<file path="src/rtl/sat_pkg.sv">
package sat_pkg;

    localparam int DW     = 32;
    localparam int LANE_W = 16;
    localparam int NLANE  = DW / LANE_W;
    localparam int POS_W  = $clog2(DW);
    localparam int OP_W   = 4;

    typedef enum logic [OP_W-1:0] {
        OP_SADD  = 4'd0,
        OP_SSUB  = 4'd1,
        OP_UADD  = 4'd2,
        OP_USUB  = 4'd3,
        OP_WADD  = 4'd4,
        OP_SSATN = 4'd5,
        OP_USATN = 4'd6,
        OP_SSAT2 = 4'd7,
        OP_USAT2 = 4'd8
    } sat_op_e;

    typedef struct packed {
        logic [DW-1:0] val;
        logic          hit;
    } sat_res_t;

    function automatic logic [DW-1:0] signed_rail(input logic neg);
        return {neg, {(DW-1){~neg}}};
    endfunction

endpackage

</file>
<file path="src/rtl/sat_addsub.sv">
module sat_addsub
    import sat_pkg::*;
(
    input  logic [DW-1:0] a,
    input  logic [DW-1:0] b,
    output sat_res_t      s_add,
    output sat_res_t      s_sub,
    output sat_res_t      u_add,
    output sat_res_t      u_sub,
    output sat_res_t      w_add
);
    logic [DW:0] sum_x;
    logic [DW:0] dif_x;
    logic        ovf_add;
    logic        ovf_sub;

    assign sum_x = {1'b0, a} + {1'b0, b};
    assign dif_x = {1'b0, a} - {1'b0, b};

    assign ovf_add = (a[DW-1] == b[DW-1]) && (sum_x[DW-1] != a[DW-1]);
    assign ovf_sub = (a[DW-1] != b[DW-1]) && (dif_x[DW-1] != a[DW-1]);

    always_comb begin
        s_add.hit = ovf_add;
        s_add.val = ovf_add ? signed_rail(a[DW-1]) : sum_x[DW-1:0];

        s_sub.hit = ovf_sub;
        s_sub.val = ovf_sub ? signed_rail(a[DW-1]) : dif_x[DW-1:0];

        u_add.hit = sum_x[DW];
        u_add.val = sum_x[DW] ? {DW{1'b1}} : sum_x[DW-1:0];

        u_sub.hit = dif_x[DW];
        u_sub.val = dif_x[DW] ? '0 : dif_x[DW-1:0];

        w_add.hit = ovf_add;
        w_add.val = sum_x[DW-1:0];
    end
endmodule

</file>
<file path="src/rtl/sat_clamp.sv">
module sat_clamp
    import sat_pkg::*;
#(
    parameter int LW = DW
) (
    input  logic signed [LW-1:0]    val,
    input  logic        [POS_W-1:0] pos,
    input  logic                    uns,
    output logic        [LW-1:0]    res,
    output logic                    hit
);
    logic signed [DW-1:0] ext;
    logic signed [DW-1:0] upper;
    logic                 neg;
    logic                 above;
    logic                 below;

    assign ext   = DW'(val);
    assign upper = ext >>> pos;
    assign neg   = ext[DW-1];

    always_comb begin
        above = !neg && (upper != '0);
        below = uns ? neg : (neg && (upper != '1));
        hit   = above || below;
        if (above)
            res = LW'((DW'(1) << pos) - DW'(1));
        else if (below)
            res = uns ? '0 : LW'(~((DW'(1) << pos) - DW'(1)));
        else
            res = val;
    end
endmodule

</file>
<file path="src/rtl/sat_alu_top.sv">
module sat_alu_top
    import sat_pkg::*;
(
    input  logic             clk,
    input  logic             rst,
    input  logic             in_valid,
    input  logic [OP_W-1:0]  op_sel,
    input  logic [DW-1:0]    opnd_a,
    input  logic [DW-1:0]    opnd_b,
    input  logic [POS_W-1:0] sat_pos,
    input  logic             q_clear,
    output logic [DW-1:0]    res_out,
    output logic             res_valid,
    output logic             q_flag
);
    sat_res_t r_sadd, r_ssub, r_uadd, r_usub, r_wadd;
    sat_res_t r_word, r_lanes, nxt;

    logic             lane_uns;
    logic [NLANE-1:0] lane_hit;
    logic [DW-1:0]    lane_word;

    sat_addsub u_arith (
        .a     (opnd_a),
        .b     (opnd_b),
        .s_add (r_sadd),
        .s_sub (r_ssub),
        .u_add (r_uadd),
        .u_sub (r_usub),
        .w_add (r_wadd)
    );

    sat_clamp #(.LW(DW)) u_word (
        .val (opnd_a),
        .pos (sat_pos),
        .uns (op_sel == OP_USATN),
        .res (r_word.val),
        .hit (r_word.hit)
    );

    assign lane_uns = (op_sel == OP_USAT2);

    for (genvar gi = 0; gi < NLANE; gi++) begin : g_lane
        sat_clamp #(.LW(LANE_W)) u_lane (
            .val (opnd_a[gi*LANE_W +: LANE_W]),
            .pos (sat_pos),
            .uns (lane_uns),
            .res (lane_word[gi*LANE_W +: LANE_W]),
            .hit (lane_hit[gi])
        );
    end

    assign r_lanes.val = lane_word;
    assign r_lanes.hit = |lane_hit;

    always_comb begin
        case (op_sel)
            OP_SADD:           nxt = r_sadd;
            OP_SSUB:           nxt = r_ssub;
            OP_UADD:           nxt = r_uadd;
            OP_USUB:           nxt = r_usub;
            OP_WADD:           nxt = r_wadd;
            OP_SSATN,
            OP_USATN:          nxt = r_word;
            OP_SSAT2,
            OP_USAT2:          nxt = r_lanes;
            default: begin
                nxt.val = opnd_a;
                nxt.hit = 1'b0;
            end
        endcase
    end

    always_ff @(posedge clk) begin
        if (rst) begin
            res_out   <= '0;
            res_valid <= 1'b0;
            q_flag    <= 1'b0;
        end else begin
            res_valid <= in_valid;
            if (in_valid)
                res_out <= nxt.val;
            if (q_clear)
                q_flag <= 1'b0;
            else if (in_valid && nxt.hit)
                q_flag <= 1'b1;
        end
    end
endmodule

</file>
<file path="config.mk">
export PLATFORM = sky130hd
export DESIGN_NAME = sat_alu_top
export DESIGN_NICKNAME = d
export VERILOG_FILES = /design/src/rtl/sat_pkg.sv /design/src/rtl/sat_addsub.sv /design/src/rtl/sat_clamp.sv /design/src/rtl/sat_alu_top.sv
export SDC_FILE = /design/constraint.sdc
export NUM_CORES = 1
export LEC_CHECK = 0
export BUFFER_PORTS_ARGS = -buffer_cell sky130_fd_sc_hd__buf_2
export CELL_PAD_IN_SITES_DETAIL_PLACEMENT = 0
export CELL_PAD_IN_SITES_GLOBAL_PLACEMENT = 1
export CORE_UTILIZATION = 30
export CTS_CLUSTER_SIZE = 20
export DETAILED_ROUTE_END_ITERATION = 6
export PLACE_DENSITY_LB_ADDON = 0.15
export SYNTH_ARGS = -nofsm -noshare
export SYNTH_HDL_FRONTEND = slang
export SYNTH_HIERARCHICAL = 1
export SYNTH_SLANG_ARGS = --single-unit
export TNS_END_PERCENT = 20
</file>
<file path="constraint.sdc">
create_clock -name clk -period 5 [get_ports clk]
set_input_delay 0.5 -clock clk [delete_from_list [all_inputs] [get_ports clk]]
set_output_delay 0.5 -clock clk [all_outputs]
set_load 0.05 [all_outputs]
</file>
==> impl_metrics.toml, run 1 <==
[global_routing]
grt_pass1_vias = 17200
grt_pass1_wl_um = 113000
grtUsageTotal_pct = 28.0
grt_max_degree = 59
antenna_found_initial = 1
grt-ovfl-total = 0

[yosys]
synth_top_family_by_area = "compound AO/OA/AOI/OAI gates"
synthAdderAreaFrac_pct = 5.82
yosysTopAreaCell = "mux2i_1"
synth-compound-area-share_pct = 31.6
synth_edf_count = 0
synth_seq_area_share_pct = 4.41
synth-simple-area-share_pct = 25.0
async_flop_share_pct = 0
synth_xor_area_share_pct = 3.18
synthesis.nets = 2349
ys_types = 103
ys.flop_type = "dfxtp_1"
ys_top_cells_by_count = "nor2_1, nand2_1, mux2i_1"
synth_top_area_share_pct = 9.02
syn_avg_cell_area_um2 = 7.01
synthCells = 2202
yosysWarningCount = 6
yosys.cell_count.top_type = "nor2_1"
synth_seq_cells = 34
synth.area.top_cells = "mux2i_1, mux4_2, ha_1"
syn_area_mm2 = 0.0154
muxShareOfSynthArea_pct = 19.2

[setup_path]
worst-r2r-cell-count = 2
regToRegSetupSlack_ps = 4230
cp-start-kind = "primary input"
cp-endpoint = "res_out[22]$_SDFFE_PP0P_"
crit_path_end_kind = "flop"
arrival_ps = 4900
cp_max_fo = 24
r2r_end = "res_out[15]$_SDFFE_PP0P_"
worst-setup-path-type = "in2reg"
crit_path_start = "opnd_a[0]"
worstReg2RegStart = "res_out[15]$_SDFFE_PP0P_"
cp.required_ps = 5190

[die]
die_w_um = 229
die-area_mm2 = 0.0523
fp.coreArea_mm2 = 0.0505
io_pins = 111
num_rows = 82
fp.dieH_um = 229
start_util_pct = 30.6

[placed_design]
place_inst = 2971
io_buffers = 110
gp_congestion = 0.928
post-dp-hpwl_um = 59600

[detailed_routing]
wl_per_cell_um = 25.5
drt_first_pass_iters = 6
detail_route.vias_per_cell = 6.10
drtIter0Drc = 1812
ant_nets = 0
drt_wl_total_um = 75900
drc_errors = 0
vias = 18200

[worst_hold_path]
hold_class = "reg2reg"

[cts]
htree_levels = 2
cts_made_buffers = 5
clk_pin_slew_ps = 60
cts-root-buf = "clkbuf_16"
clock-sinks = 34
cts_tree = "built"
worst_skew_pair.late_latency_ps = 300
clk_path_buf_depth = 2
ctsHoldBuffers = 0

[power]
powerDensity_mw_per_mm2 = 167
peakVddDrop_mv = 0.132
power_leakage_nw = 7.43

[run_status]
status = "finished clean"

[sta]
setup-violations-final = 0
tns_ps = 0
tightest_slew_ps = 1120
rsz0062_at_grt = "false"
fin_crit_sh_pct = 94.1
slew_viol_final = 0
clock_skew_ps = 0
period_needed_ps = 4700
hold_viol = 0
maxSlewHeadroom_pct = 25.6
max_freq_mhz = 213

[layout]
drive_gt1_share_pct = 19.7
syn_to_final_growth_pct = 13.3
layout.cells.non_filler = 2979
antenna_cells = 0
nets = 2453

[run]
drv_cap = 0
stage by stage:
stage	utilization, %	instance area [um2]	total power, mW	hold WS [ps]	worst slack [ps]
3_5_place_dp	34.3	17300	2.55	439	-49.0
2_1_floorplan	-	15400	1.80	578	530
6_report	34.6	17500	2.92	449	295
5_1_grt	34.6	17500	3.11	471	17.6
3_3_place_gp	34.3	17300	2.54	436	-76.5
4_1_cts	34.6	17500	2.90	456	246
how the worst min path moves through the flow:
stage / end / cells past startpoint / startpoint
after CTS: res_out[26]$_SDFFE_PP0P_ / 1 / res_out[26]$_SDFFE_PP0P_
final: res_out[26]$_SDFFE_PP0P_ / 1 / res_out[26]$_SDFFE_PP0P_
after detailed placement: res_out[5]$_SDFFE_PP0P_ / 1 / res_out[5]$_SDFFE_PP0P_
after global routing: res_out[5]$_SDFFE_PP0P_ / 1 / res_out[5]$_SDFFE_PP0P_
after global placement: res_out[1]$_SDFFE_PP0P_ / 1 / res_out[1]$_SDFFE_PP0P_
after floorplan: res_out[15]$_SDFFE_PP0P_ / 1 / rst
critical path, stage by stage:
cell and delay (ps):
buf_2 100, buf_4 160, ha_1 240, nor2b_1 160
o311ai_1 340, buf_4 220, a211oi_2 70, nor3_2 370
a211oi_2 160, o2111ai_1 360, nand2_1 210, o21ai_4 830
buf_4 290, o21ai_2 50, mux2i_1 140, o22ai_1 100
nor3_1 300, a31oi_1 120, a21o_1 160
timing repair:
action                                  in CTS  in global routing
resized for setup                            0                  5
endpoints found under the setup margin       0                 14
setup buffers                                0                  0
state kept, by name (all words and copies together) (netlist names):
| name | cells |
|---|---|
| res_valid | 1 |
| q_flag | 1 |
| res_out | 32 |
cell families after synthesis:
group | count (synthesis)
flip-flops | 34
adder cells (fa/ha/maj) | 70
multiplexers | 226
AND/OR/NAND/NOR | 777
buffers and inverters | 335
AO/OA/AOI/OAI | 704
XOR/XNOR | 56
power breakdown:
group / internal [mW] / switching [mW]
Combinational: 0.862 / 1.39
Sequential: 0.296 / 0.0294
Clock: 0.199 / 0.150
Total: 1.36 / 1.57
cell type report:
| cell class | instances | area, um2 |
|---|---|---|
| clock buffer | 7 | 143 |
| clock inverter | 1 | 5.00 |
| fill | 5592 | 33000 |
| inverter | 121 | 454 |
| multi-input combinational | 1833 | 13100 |
| sequential | 34 | 681 |
| tap | 672 | 841 |
| timing repair buffer | 311 | 2240 |
placed cells by master, fill, tap and decap left out, drive strengths merged, types with 19 or more instances in the layout:
| cell type | n |
|---|---|
| a21o | 46 |
| o21ai | 164 |
| nand3 | 57 |
| a21oi | 115 |
| dfxtp | 34 |
| nor2 | 211 |
| nor3 | 74 |
| inv | 120 |
| o22ai | 47 |
| a221o | 33 |
| nand2b | 40 |
| o21a | 22 |
| nand4 | 51 |
| ha | 67 |
| nor2b | 56 |
| xnor2 | 44 |
| mux2 | 37 |
| a311o | 20 |
| nand2 | 180 |
| buf | 311 |
| mux2i | 139 |
| a31oi | 72 |
| or3 | 19 |
| mux4 | 50 |
layer usage:
| metal | global-route usage (%) | wire, um | up-vias |
|---|---|---|---|
| li1 | - | - | 8449 |
| met1 | 38.1 | 34000 | 8971 |
| met2 | 46.2 | 35500 | 662 |
| met3 | 2.94 | 3830 | 86 |
| met4 | 8.62 | 2620 | 0 |
| met5 | 0 | 0 | - |
(Power assumes the default switching activity.)
==> run 2, diff against run 1 <==
--- a/config.mk
+++ b/config.mk
@@ -6,8 +6,8 @@
 export NUM_CORES = 1
 export LEC_CHECK = 0
 export BUFFER_PORTS_ARGS = -buffer_cell sky130_fd_sc_hd__buf_2
-export CELL_PAD_IN_SITES_DETAIL_PLACEMENT = 0
-export CELL_PAD_IN_SITES_GLOBAL_PLACEMENT = 1
+export CELL_PAD_IN_SITES_DETAIL_PLACEMENT = 1
+export CELL_PAD_IN_SITES_GLOBAL_PLACEMENT = 2
 export CORE_UTILIZATION = 30
 export CTS_CLUSTER_SIZE = 20
 export DETAILED_ROUTE_END_ITERATION = 6
==> impl_metrics.toml, run 2 (synthesis gave the netlist of run 1 again) <==
[layout]
drive_gt1_share_pct = 19.1
layout.cells.non_filler = 2961
final_cell_mix = "nor2_1, nand2_1, buf_4, mux2i_1, o21ai_0"
antenna_cells = 0
largest_register_ffs = 32
top_regs = "res_out: 32 flops, q_flag: 1 flops, res_valid: 1 flops"
nets = 2435
syn_to_final_growth_pct = 12.5
final_common_cell = "nor2_1"
top_register = "res_out"
fillers = 6426

[cts]
cts-root-buf = "clkbuf_16"
clk_path_buf_depth = 2
cts_made_buffers = 5
clock-sinks = 34
worst_skew_pair.late_latency_ps = 300
htree_levels = 2
clk_pin_slew_ps = 70
cts_tree = "built"

[setup_path]
r2r_end = "res_out[7]$_SDFFE_PP0P_"
cp_slowest_cell = "a2111oi_0"
worstReg2RegStart = "res_out[7]$_SDFFE_PP0P_"
crit_path_end_kind = "flop"
regToRegSetupSlack_ps = 4270
path_buf_inv = 4
path_cells = "buf_2 > buf_4 > inv_1 > fa_1 > nor2b_1 > o31ai_1 > a31oi_1 > o21ai_1 > a2111oi_0 > nor3_1 > o21ai_1 > a211oi_4 > buf_4 > mux2i_1 > o211ai_1 > a211oi_1 > o21ai_1"
cp_max_fo = 11
cp-start-kind = "primary input"
crit_top_cell = "o21ai_1"
cp.required_ps = 5170
cp-endpoint = "q_flag$_SDFFE_PP0P_"
arrival_ps = 4940
path_delay_family = "compound AO/OA/AOI/OAI gates"
critPathMaxStageDelay_ps = 960
crit_path_start = "opnd_a[1]"
worst-setup-path-type = "in2reg"
worst-r2r-cell-count = 2
worst-path-stages = 17

[run_status]
status = "finished clean"

[sta]
fin_crit_sh_pct = 95.4
tightest_slew_ps = 1250
max_freq_mhz = 210
hold_viol = 0
maxSlewHeadroom_pct = 16.6
period_needed_ps = 4770
rsz0062_at_grt = "false"
clock_skew_ps = 0
tns_ps = 0
setup-violations-final = 0
slew_viol_final = 0

[global_routing]
grt_pass1_vias = 18400
antenna_found_initial = 1
grt_max_degree = 75
grt-ovfl-total = 0
grt_pass1_wl_um = 124000
grtUsageTotal_pct = 30.7

[die]
start_util_pct = 30.6
num_rows = 82
die_w_um = 229
io_pins = 111
fp.coreArea_mm2 = 0.0505
die-area_mm2 = 0.0523
fp.dieH_um = 229

[placed_design]
gp_congestion = 0.939
io_buffers = 110
place_inst = 2949
post-dp-hpwl_um = 64100

[detailed_routing]
detail_route.vias_per_cell = 6.28
ant_nets = 0
drt_first_pass_iters = 5
vias = 18600
drtIter0Drc = 1465
drc_errors = 0
drt_wl_total_um = 82800
wl_per_cell_um = 27.9

[worst_hold_path]
hp-start = "res_out[12]$_SDFFE_PP0P_"
hold_class = "reg2reg"
hold_depth = 2

[power]
peakVddDrop_mv = 0.0998
power_leakage_nw = 7.35
powerDensity_mw_per_mm2 = 172

[run]
drv_cap = 0
run 2: cell count changes in the layout (fill, tap and decap cells not counted):
cell	change
nor2b_2	-1
nor3_2	+2
nor3_1	-2
buf_4	-16
nor2b_4	+1
buf_6	-2
run 2: worst min path at each step:
stage                                           to  slack, ps
final                     res_out[12]$_SDFFE_PP0P_        480
after global routing       res_out[6]$_SDFFE_PP0P_        510
after CTS                 res_out[12]$_SDFFE_PP0P_        480
after detailed placement  res_out[12]$_SDFFE_PP0P_        460
after global placement    res_out[12]$_SDFFE_PP0P_        460
after floorplan           res_out[15]$_SDFFE_PP0P_        580
run 2: through the flow:
| step | power (mW) | cell area [um2] | hold WS, ps | utilization, % | worst slack (ps) |
|---|---|---|---|---|---|
| 6_report | 2.99 | 17400 | 482 | 34.4 | 232 |
| 5_1_grt | 3.16 | 17400 | 508 | 34.4 | 36.6 |
| 3_3_place_gp | 2.58 | 17200 | 462 | 34.0 | 8.08 |
| 3_5_place_dp | 2.60 | 17200 | 463 | 34.0 | -129 |
| 4_1_cts | 2.96 | 17300 | 480 | 34.3 | 151 |
| 2_1_floorplan | 1.80 | 15400 | 578 | - | 530 |
run 2: final cells by class:
type                       count  area (um2)  share of cell area [%]
sequential                    34         681                    3.92
clock inverter                 1        5.00                  0.0288
tap                          672         841                    4.85
multi-input combinational   1833       13100                    75.7
clock buffer                   7         143                   0.822
timing repair buffer         293        2100                    12.1
inverter                     121         454                    2.62
run 2: worst min-delay path: cells and delay by family, from the launching register on:
family,cells,cell delay (ps)
AOI/OAI and AO/OA,1,60
and+or+nand+nor,1,50
DFF,1,330
run 2: report_power, final:
part / internal, mW / leakage [nW] / switching, mW
registers: 0.296 / 0.281 / 0.0339
logic: 0.853 / 6.99 / 1.46
clock network: 0.199 / 0.0739 / 0.152
total: 1.35 / 7.35 / 1.65
run 2: what timing repair did:
item                                   CTS  global route
endpoints found under the hold margin    0             0
setup endpoints to repair                0            11
hold buffers                             0             0
gates resized for setup                  0             5
buffers inserted                         0             4
run 2: per-layer routing:
layer	GRT usage, %	share of wire, %	vias to the layer above
li1	-	-	8401
met1	41.2	45	9441
met2	51.6	47	636
met3	1.97	3.9	112
met4	10.6	3.9	0
met5	0	0	-
